==> config.mk <==
export PLATFORM = sky130hd
export DESIGN_NAME = clock_victim_picker
export DESIGN_NICKNAME = d
export VERILOG_FILES = /design/src/rtl/clock_victim_pkg.sv /design/src/rtl/frame_flag_array.sv /design/src/rtl/free_frame_finder.sv /design/src/rtl/ring_pointer.sv /design/src/rtl/clock_victim_picker.sv
export SDC_FILE = /design/constraint.sdc
export NUM_CORES = 1
export LEC_CHECK = 0
export ABC_CLOCK_PERIOD_IN_PS = 2500
export BUFFER_PORTS_ARGS = -buffer_cell sky130_fd_sc_hd__clkbuf_2
export CAP_MARGIN = 20
export CORE_MARGIN = 3
export CORE_UTILIZATION = 30
export CTS_CLUSTER_SIZE = 8
export DETAILED_ROUTE_END_ITERATION = 10
export PLACE_DENSITY = 0.54
export SYNTH_ARGS = -nofsm -noshare
export SYNTH_HDL_FRONTEND = slang
export SYNTH_SLANG_ARGS = --single-unit
==> constraint.sdc <==
create_clock -name clk_i -period 2.5 [get_ports clk_i]
set_clock_uncertainty 0.2 [all_clocks]
set_input_delay 0.25 -clock clk_i [delete_from_list [all_inputs] [get_ports clk_i]]
set_output_delay 0.25 -clock clk_i [all_outputs]
set_load 0.02 [all_outputs]
==> src/rtl/clock_victim_pkg.sv <==
package clock_victim_pkg;

   typedef enum logic [0:0] {
      WALK_IDLE  = 1'b0,
      WALK_SCAN  = 1'b1
   } walk_state_e;

endpackage

==> src/rtl/frame_flag_array.sv <==
module frame_flag_array #(
   parameter int NUM_FRAMES = 8,
   parameter int IW         = $clog2(NUM_FRAMES)
) (
   input  logic                  clk_i,
   input  logic                  rst_ni,
   input  logic                  ld_en_i,
   input  logic [IW-1:0]         ld_idx_i,
   input  logic                  acc_en_i,
   input  logic [IW-1:0]         acc_idx_i,
   input  logic                  clr_en_i,
   input  logic [IW-1:0]         clr_idx_i,
   output logic [NUM_FRAMES-1:0] resident_o,
   output logic [NUM_FRAMES-1:0] marked_o
);

   for (genvar g = 0; g < NUM_FRAMES; g++) begin : g_frame
      logic res_q;
      logic mark_q;
      logic ld_hit;
      logic acc_hit;
      logic clr_hit;

      assign ld_hit  = ld_en_i  && (ld_idx_i  == IW'(g));
      assign acc_hit = acc_en_i && (acc_idx_i == IW'(g)) && res_q;
      assign clr_hit = clr_en_i && (clr_idx_i == IW'(g));

      always_ff @(posedge clk_i) begin
         if (!rst_ni) begin
            res_q  <= 1'b0;
            mark_q <= 1'b0;
         end else begin
            if (ld_hit) begin
               res_q <= 1'b1;
            end
            // setting always beats the walk's clear
            if (ld_hit || acc_hit) begin
               mark_q <= 1'b1;
            end else if (clr_hit) begin
               mark_q <= 1'b0;
            end
         end
      end

      assign resident_o[g] = res_q;
      assign marked_o[g]   = mark_q;
   end

endmodule

==> src/rtl/free_frame_finder.sv <==
module free_frame_finder #(
   parameter int NUM_FRAMES = 8,
   parameter int IW         = $clog2(NUM_FRAMES)
) (
   input  logic [NUM_FRAMES-1:0] resident_i,
   output logic                  any_free_o,
   output logic [IW-1:0]         free_idx_o
);

   always_comb begin
      any_free_o = 1'b0;
      free_idx_o = '0;
      // scan downward so the lowest empty frame is the last one written
      for (int i = NUM_FRAMES - 1; i >= 0; i--) begin
         if (!resident_i[i]) begin
            any_free_o = 1'b1;
            free_idx_o = IW'(i);
         end
      end
   end

endmodule

==> src/rtl/ring_pointer.sv <==
module ring_pointer #(
   parameter int NUM_FRAMES = 8,
   parameter int IW         = $clog2(NUM_FRAMES)
) (
   input  logic          clk_i,
   input  logic          rst_ni,
   input  logic          step_i,
   output logic [IW-1:0] ptr_o
);

   localparam bit          IS_POW2 = (NUM_FRAMES & (NUM_FRAMES - 1)) == 0;
   localparam logic [IW-1:0] LAST  = IW'(NUM_FRAMES - 1);

   logic [IW-1:0] ptr_q;
   logic [IW-1:0] ptr_next;

   if (IS_POW2) begin : g_wrap_free
      assign ptr_next = ptr_q + 1'b1;
   end else begin : g_wrap_cmp
      assign ptr_next = (ptr_q == LAST) ? '0 : ptr_q + 1'b1;
   end

   always_ff @(posedge clk_i) begin
      if (!rst_ni) begin
         ptr_q <= '0;
      end else if (step_i) begin
         ptr_q <= ptr_next;
      end
   end

   assign ptr_o = ptr_q;

endmodule

==> src/rtl/clock_victim_picker.sv <==
module clock_victim_picker
   import clock_victim_pkg::*;
#(
   parameter int NUM_FRAMES = 8,
   localparam int IW        = (NUM_FRAMES > 1) ? $clog2(NUM_FRAMES) : 1
) (
   input  logic          clk_i,
   input  logic          rst_ni,
   input  logic          acc_valid_i,
   input  logic [IW-1:0] acc_frame_i,
   input  logic          load_valid_i,
   input  logic [IW-1:0] load_frame_i,
   input  logic          vreq_i,
   output logic          busy_o,
   output logic          vdone_o,
   output logic [IW-1:0] vframe_o,
   output logic [IW-1:0] hand_o
);

   if (NUM_FRAMES < 2) begin : g_bad_frames
      $error("clock_victim_picker: NUM_FRAMES must be at least 2");
   end

   walk_state_e           state_q;
   logic                  done_q;
   logic [IW-1:0]         frame_q;
   logic [NUM_FRAMES-1:0] resident;
   logic [NUM_FRAMES-1:0] marked;
   logic                  any_free;
   logic [IW-1:0]         free_idx;
   logic [IW-1:0]         hand;
   logic                  scanning;
   logic                  touch_now;
   logic                  hand_in_use;

   assign scanning = (state_q == WALK_SCAN);

   // traffic on the frame under the pointer in this very clock
   assign touch_now = (acc_valid_i  && (acc_frame_i  == hand) && resident[hand])
                    || (load_valid_i && (load_frame_i == hand));
   assign hand_in_use = marked[hand] || touch_now;

   frame_flag_array #(.NUM_FRAMES(NUM_FRAMES), .IW(IW)) i_flags (
      .clk_i      (clk_i),
      .rst_ni     (rst_ni),
      .ld_en_i    (load_valid_i),
      .ld_idx_i   (load_frame_i),
      .acc_en_i   (acc_valid_i),
      .acc_idx_i  (acc_frame_i),
      .clr_en_i   (scanning && marked[hand]),
      .clr_idx_i  (hand),
      .resident_o (resident),
      .marked_o   (marked)
   );

   free_frame_finder #(.NUM_FRAMES(NUM_FRAMES), .IW(IW)) i_free (
      .resident_i (resident),
      .any_free_o (any_free),
      .free_idx_o (free_idx)
   );

   ring_pointer #(.NUM_FRAMES(NUM_FRAMES), .IW(IW)) i_hand (
      .clk_i  (clk_i),
      .rst_ni (rst_ni),
      .step_i (scanning),
      .ptr_o  (hand)
   );

   always_ff @(posedge clk_i) begin
      if (!rst_ni) begin
         state_q <= WALK_IDLE;
         done_q  <= 1'b0;
         frame_q <= '0;
      end else begin
         done_q <= 1'b0;
         unique case (state_q)
            WALK_IDLE: begin
               if (vreq_i) begin
                  if (any_free) begin
                     done_q  <= 1'b1;
                     frame_q <= free_idx;
                  end else begin
                     state_q <= WALK_SCAN;
                  end
               end
            end
            WALK_SCAN: begin
               if (!hand_in_use) begin
                  done_q  <= 1'b1;
                  frame_q <= hand;
                  state_q <= WALK_IDLE;
               end
            end
            default: state_q <= WALK_IDLE;
         endcase
      end
   end

   assign busy_o   = scanning;
   assign vdone_o  = done_q;
   assign vframe_o = frame_q;
   assign hand_o   = hand;

endmodule

==> results of run 1 <==
==> cell usage in the layout (no fill, tap or decap), types with 2 or more instances in the layout <==
cell type / netlist / final
and2_1: 3 / 3
ha_1: 6 / 6
a21oi_1: 3 / 3
and3_1: 3 / 3
mux2_2: 3 / 3
a22o_1: 4 / 4
buf_4: 0 / 3
nor2b_1: 8 / 8
nand2b_1: 4 / 4
a21boi_0: 8 / 8
a31oi_1: 5 / 5
mux4_2: 3 / 3
clkbuf_8: 0 / 3
dfxtp_1: 24 / 23
nand4_1: 4 / 4
nor3_1: 2 / 2
nor3b_1: 2 / 2
clkbuf_2: 0 / 18
o21a_1: 8 / 8
nand2_1: 24 / 24
nor2_1: 7 / 7
xnor2_1: 6 / 6
o21ai_0: 4 / 4
inv_1: 5 / 5
==> sequential cells by signal, indices dropped and copies added, names as in the netlist <==
name,flops
busy_o,1
vframe_o,3
i_flags.g_frame.mark_q,8
vdone_o,1
i_hand.ptr_o,3
i_flags.g_frame.res_q,8
==> stage by stage <==
| stage | total power, uW | instances | util | hold slack (ps) |
|---|---|---|---|---|
| after global placement | 477 | 224 | 0.349 | 261 |
| after detailed placement | 479 | 224 | 0.349 | 273 |
| after CTS | 832 | 228 | 0.366 | 14.7 |
| final | 823 | 228 | 0.367 | 25.4 |
| after floorplan | 452 | 157 | - | 191 |
| after global routing | 850 | 228 | 0.367 | 40.1 |
==> power by group through the flow <==
| stage | combinational [uW] | clock (uW) | sequential, uW |
|---|---|---|---|
| after floorplan | 41.6 | 0 | 410 |
| after global placement | 64.0 | 0 | 413 |
| after detailed placement | 65.4 | 0 | 414 |
| after CTS | 65.5 | 362 | 404 |
| after global routing | 72.7 | 371 | 406 |
| final | 65.3 | 353 | 405 |
==> worst max-delay path, delay by kind of cell, from the launching register on <==
family	cells	cell delay [ps]
AOI/OAI and AO/OA	1	230
and+or+nand+nor	2	640
DFF	1	400
muxes	2	810
==> layout make-up <==
class	count	area, um^2	area share
Timing Repair Buffer	22	124	0.0765
Clock inverter	1	30.0	0.0185
Tap cell	52	65.1	0.0402
Multi-Input combinational cell	121	858	0.530
Clock buffer	3	41.3	0.0255
Inverter	5	18.8	0.0116
Sequential cell	24	482	0.298
==> final timing paths <==
check / to / slack (ps) / startpoint / cells past startpoint
worst max-delay path: vframe_o[1] / 120 / i_hand.ptr_o[0] / 5
worst min register to register: i_flags.g_frame[1].mark_q / 290 / i_flags.g_frame[1].mark_q / 2
worst max register to register: vframe_o[1] / 120 / i_hand.ptr_o[0] / 5
worst min-delay path: busy_o / 30 / vreq_i / 3
==> routing by layer <==
| layer | part of all wire | vias up |
|---|---|---|
| met4 | 0.026 | 0 |
| met1 | 0.47 | 574 |
| li1 | - | 602 |
| met2 | 0.46 | 32 |
| met3 | 0.052 | 8 |
| met5 | 0 | - |
==> cells by family after synthesis <==
kind of cell | count (synthesis) | synth area share
compound gates | 41 | 0.220
xor+xnor | 7 | 0.0443
flops | 24 | 0.347
mux | 7 | 0.0804
buf+inv | 12 | 0.0343
simple gates | 60 | 0.220
fa+ha+maj | 6 | 0.0542
==> timing repair <==
action                     4_1_cts  5_1_grt
hold buffers                     0        0
setup endpoints to repair        0        2
resized for setup                0        2
==> out/qor.yml, run 1 <==
crit_arrival_ps: 2360
first_pass_iters: 4
netlist_area_um2: 1390
power_switching_uw: 186
slowest_delay_ps: 510
ios: 19
setup-tns-final_ps: 0
finish.instance_area_um2: 1620
dieArea_um2: 5470
p_int_uw: 638
cts_buffer_depth: 2
hpwl_um: 2720
grt_pass1_vias: 1241
critPathLaunchType: "flip-flop"
end_kind: "flip-flop"
yosysTopAreaCell: "dfxtp_1"
cpMaxStageDelayCell: "mux4_2"
n_fill_cell: 470
switching_share: 0.226
clkTransAtPathRegs_ps: 90
ys_seq_area_frac: 0.347
rsz0062_at_grt: "false"
antenna_left: 0
synth-main-ff-cell: "dfxtp_1"
seq_power_share: 0.492
top_usage_layer: "met2"
tightest_slew_ps: 416
finalCritPeriodShare: 0.951
routedWlPerCell_um: 15.6
post-cts-setup-buffer-count: 0
antenna_found_initial: 0
clock-sinks: 24
slew_violations: 0
insertion_delay_ps: 280
status: "finished, final reports clean"
ys_ff_latch: 24
gp_congestion: 0.871
synth_commonest_cells: "dfxtp_1 (24), nand2_1 (24), a21boi_0 (8), nor2b_1 (8), o21a_1 (8)"
cap_violations: 0
chipHeight_um: 73.9
io_buffers: 18
drive_gt1_frac: 0.205
syn_to_final_growth_pct: 16.9
routed_wl_um: 3550
synth-edff-count: 0
cts_tree: "yes"
setup_slack_ps: 122
hold_viol_final: 0
cts-buffers-inserted: 3
clock.fmax_ghz: 0.421
dpl_cell_area_um2: 1540
die_x_um: 73.9
vias_per_cell: 5.33
initial_utilization: 0.314
fin_nets: 194
core-area_um2: 4410
hp-class: "input port to flip-flop"
gr-usage-all-layers: 0.144
synthCells: 157
combPwrFrac: 0.079
synth.avg_cell_area_um2: 8.82
crit_chain: "mux4_2, mux2_2, or3_4, and3_1, a22o_1"
dpl_worst_slack_ps: 134
num_vias: 1216
clock_power_share: 0.429
grt_pass1_wl_um: 5950
yosys.area.top_type_share: 0.347
cts_htree_levels: 1
clock-root-buffer: "clkbuf_8"
rows: 24
worstSetupPathType: "flip-flop to flip-flop"
irDropWorstVdd_mv: 0.287
use_met2: 0.229
antenna_cells: 0
synthArstFlopShare: 0
drtIter0Drc: 70
grt_start_max_net_pins: 23
post-route-min-period_ps: 2380
slew_headroom: 0.723
overflow: 0
post-route-drc-count: 0
p_leak_uw: 0.000620
ys_warn_count: 0
setup_violations: 0
synth_nets: 174
path_max_fanout: 4
use_met1: 0.182
synthTopCellsByArea: "dfxtp_1 (35%), nand2_1 (6.5%), ha_1 (5.4%), mux4_2 (4.9%), a21boi_0 (4.3%)"
p_per_area_nw_per_um2: 509
gr-usage-met3: 0.0324
yosysUniqueCellTypes: 37
required_ps: 2480
Note: power is estimated with default switching activity, not from simulation.
==> run 2, diff against run 1 <==
--- a/config.mk
+++ b/config.mk
@@ -5,6 +5,7 @@
 export SDC_FILE = /design/constraint.sdc
 export NUM_CORES = 1
 export LEC_CHECK = 0
+export ABC_AREA = 1
 export ABC_CLOCK_PERIOD_IN_PS = 2500
 export BUFFER_PORTS_ARGS = -buffer_cell sky130_fd_sc_hd__clkbuf_2
 export CAP_MARGIN = 20
==> run 2 against run 1 <==
Compared with the run above:
- sequential cell count did not move
- design area shrank 0.31%
- utilization decreased by 0.60 points
- wire length is 5.6% higher
- die area up 2.9%
- worst hold slack better by 56 ps
==> out/qor.yml, run 2 <==
status: "finished, final reports clean"
cpMaxStageDelayCell: "dfxtp_1"
synth_most_common_cell: "nand2_1"
synthTopCellsByArea: "dfxtp_1 (34%), nand2_1 (16%), nor2_1 (8.4%), a21oi_1 (6.7%), nand3_1 (6.7%)"
yosysUniqueCellTypes: 24  # -35%
p_per_area_nw_per_um2: 446  # -12%
io_buffers: 18  # unchanged
clock-root-buffer: "clkbuf_8"
slew_headroom: 0.682  # -0.0410
ys_ff_latch: 24  # unchanged
cts-buffers-inserted: 3  # unchanged
ios: 19  # unchanged
synth_nets: 239  # +37%
clock.fmax_ghz: 0.560  # +33%
netlist_area_um2: 1430  # +3.2%
clock-sinks: 24  # unchanged
setup-tns-final_ps: 0  # unchanged
routed_wl_um: 3750  # +5.6%
cts_htree_levels: 1  # unchanged
ff_latch_area_um2: 480  # -0.26%
irDropWorstVdd_mv: 0.163  # -43%
initial_utilization: 0.319  # +0.00558
slowest_delay_ps: 530  # +20 ps
synth-main-ff-cell: "dfxtp_1"
gp_congestion: 0.896  # +2.8%
yosys.area.top_type_share: 0.336  # -0.0106
post-route-min-period_ps: 1780  # -593 ps
required_ps: 2450  # -30 ps
end_kind: "flip-flop"
overflow: 0  # unchanged
yosysTopAreaCell: "dfxtp_1"
grt_pass1_vias: 1358  # +9.4%
synthCells: 222  # +41%
ys_warn_count: 0  # unchanged
post-cts-setup-buffer-count: 0  # unchanged
top_regs: "i_flags.g_frame.mark_q: 8 flops, i_flags.g_frame.res_q: 8 flops"
synth_commonest_cells: "nand2_1 (60), nor2_1 (32), dfxtp_1 (24), inv_1 (21)"
synth.avg_cell_area_um2: 6.44  # -27%
num_vias: 1440  # +18%
most-common-layout-cells: "nand2_1 (60), nor2_1 (32), dfxtp_1 (24)"
path_max_fanout: 11  # +7
chipHeight_um: 75.0  # +1.4%
cts_buffer_depth: 2  # unchanged
insertion_delay_ps: 270  # about the same
hpwl_um: 2880  # +6.0%
antenna_left: 0  # unchanged
rows: 24  # unchanged
cap_violations: 0  # unchanged
antenna_cells: 0  # unchanged
grt_pass1_wl_um: 6440  # +8.1%
critPathLaunchType: "flip-flop"
crit_chain: "inv_2, nor2_1, o21ai_1, nand3_2, nand2_2, nor2_1, nand2_1, nand2_1, a21oi_1"
hold_viol_final: 0  # unchanged
finalCritPeriodShare: 0.714  # -0.237
fin_cells: 294  # +29%
antenna_found_initial: 0  # unchanged
die_x_um: 75.0  # +1.4%
tightest_slew_ps: 474  # +58.6 ps
clkTransAtPathRegs_ps: 90  # about the same
core-area_um2: 4470  # +1.4%
p_leak_uw: 0.000691  # +12%
reg2regPathDepth: 9  # +4
fin_nets: 261  # +35%
synth-edff-count: 0  # unchanged
gr-usage-all-layers: 0.150  # +0.00621
worstSetupPathType: "flip-flop to flip-flop"
routedWlPerCell_um: 12.8  # -18%
layout_commonest_cell: "nand2_1"
postCtsResizedCells: 0  # unchanged
slew_violations: 0  # unchanged
holdPathStages: 3  # unchanged
drive_gt1_frac: 0.140  # -0.0640
rsz0062_at_grt: "false"
crit_arrival_ps: 1730  # -630 ps
grt_start_max_net_pins: 18  # -22%
first_pass_iters: 4  # unchanged
syn_to_final_growth_pct: 13.0
dp_cells: 291  # +30%
ys_seq_area_frac: 0.336  # -0.0106
post-route-drc-count: 0  # unchanged
cts_hold_buffers: 0  # unchanged
dieArea_um2: 5630  # +2.9%
drtIter0Drc: 98  # +40%
synthArstFlopShare: 0  # unchanged
vias_per_cell: 4.90  # -8.2%
hp-class: "input port to flip-flop"
setup_violations: 0  # unchanged
cts_tree: "yes"
multi_input_area_um2: 825  # -3.9%
n_fill_cell: 484  # +3.0%
-- run 2: routing by layer --
layer,up-vias,track usage,share of wire,wire length (um)
li1,761,-,-,-
met4,0,0.0494,0.011,42
met2,19,0.229,0.45,1690
met1,656,0.216,0.51,1910
met3,4,0.0240,0.029,109
met5,-,0,0,0
-- run 2: stage by stage --
| stage | cell area [um^2] | hold WS [ps] | util | setup slack [ps] | total power [uW] |
|---|---|---|---|---|---|
| 2_1_floorplan | 1430 | 171 | - | 847 | 466 |
| 3_3_place_gp | 1570 | 248 | 0.352 | 797 | 499 |
| 3_5_place_dp | 1570 | 260 | 0.352 | 740 | 499 |
| 4_1_cts | 1610 | 80.2 | 0.361 | 732 | 727 |
| 5_1_grt | 1610 | 104 | 0.361 | 502 | 758 |
| 6_report | 1610 | 80.9 | 0.361 | 716 | 721 |
-- run 2: final cells by class --
type                    count  area share
clock buffers               3      0.0256
inverters                  26      0.0605
multi-input cells         169       0.511
flip-flops and latches     24       0.298
well taps                  52      0.0403
repair buffers             20      0.0651
-- run 2: report_power, final --
group,switching [uW],leakage (uW),internal [uW]
clock,124,0.0000216,108
combinational,52.4,0.000474,29.8
sequential,11.8,0.000195,395
-- run 2: worst paths after layout --
kind / from / end / slack, ps
hold reg to reg: i_flags.g_frame[5].mark_q / i_flags.g_frame[5].mark_q / 270
hold / removal: load_valid_i / i_flags.g_frame[4].res_q / 80
setup reg to reg: i_hand.ptr_o[1] / i_flags.g_frame[6].mark_q / 720
setup / recovery: i_hand.ptr_o[1] / i_flags.g_frame[6].mark_q / 720
-- run 2: critical path, delay by kind of cell (launching register included) --
family / cells / cell delay [ps]
buffers and inverters: 1 / 180
AO/OA/AOI/OAI: 2 / 130
AND/OR/NAND/NOR: 6 / 610
flip-flops: 1 / 530
-- run 2: logic make-up (layout without fill, tap and decap cells) --
kind of cell / Yosys count / count (layout) / share of synthesized area
and+or+nand+nor: 124 / 124 / 0.377
AOI/OAI and AO/OA: 38 / 38 / 0.142
buffers and inverters: 29 / 49 / 0.0867
DFF: 24 / 24 / 0.336
adders and majority gates: 6 / 6 / 0.0525
xor gates and xnor gates: 1 / 1 / 0.00613
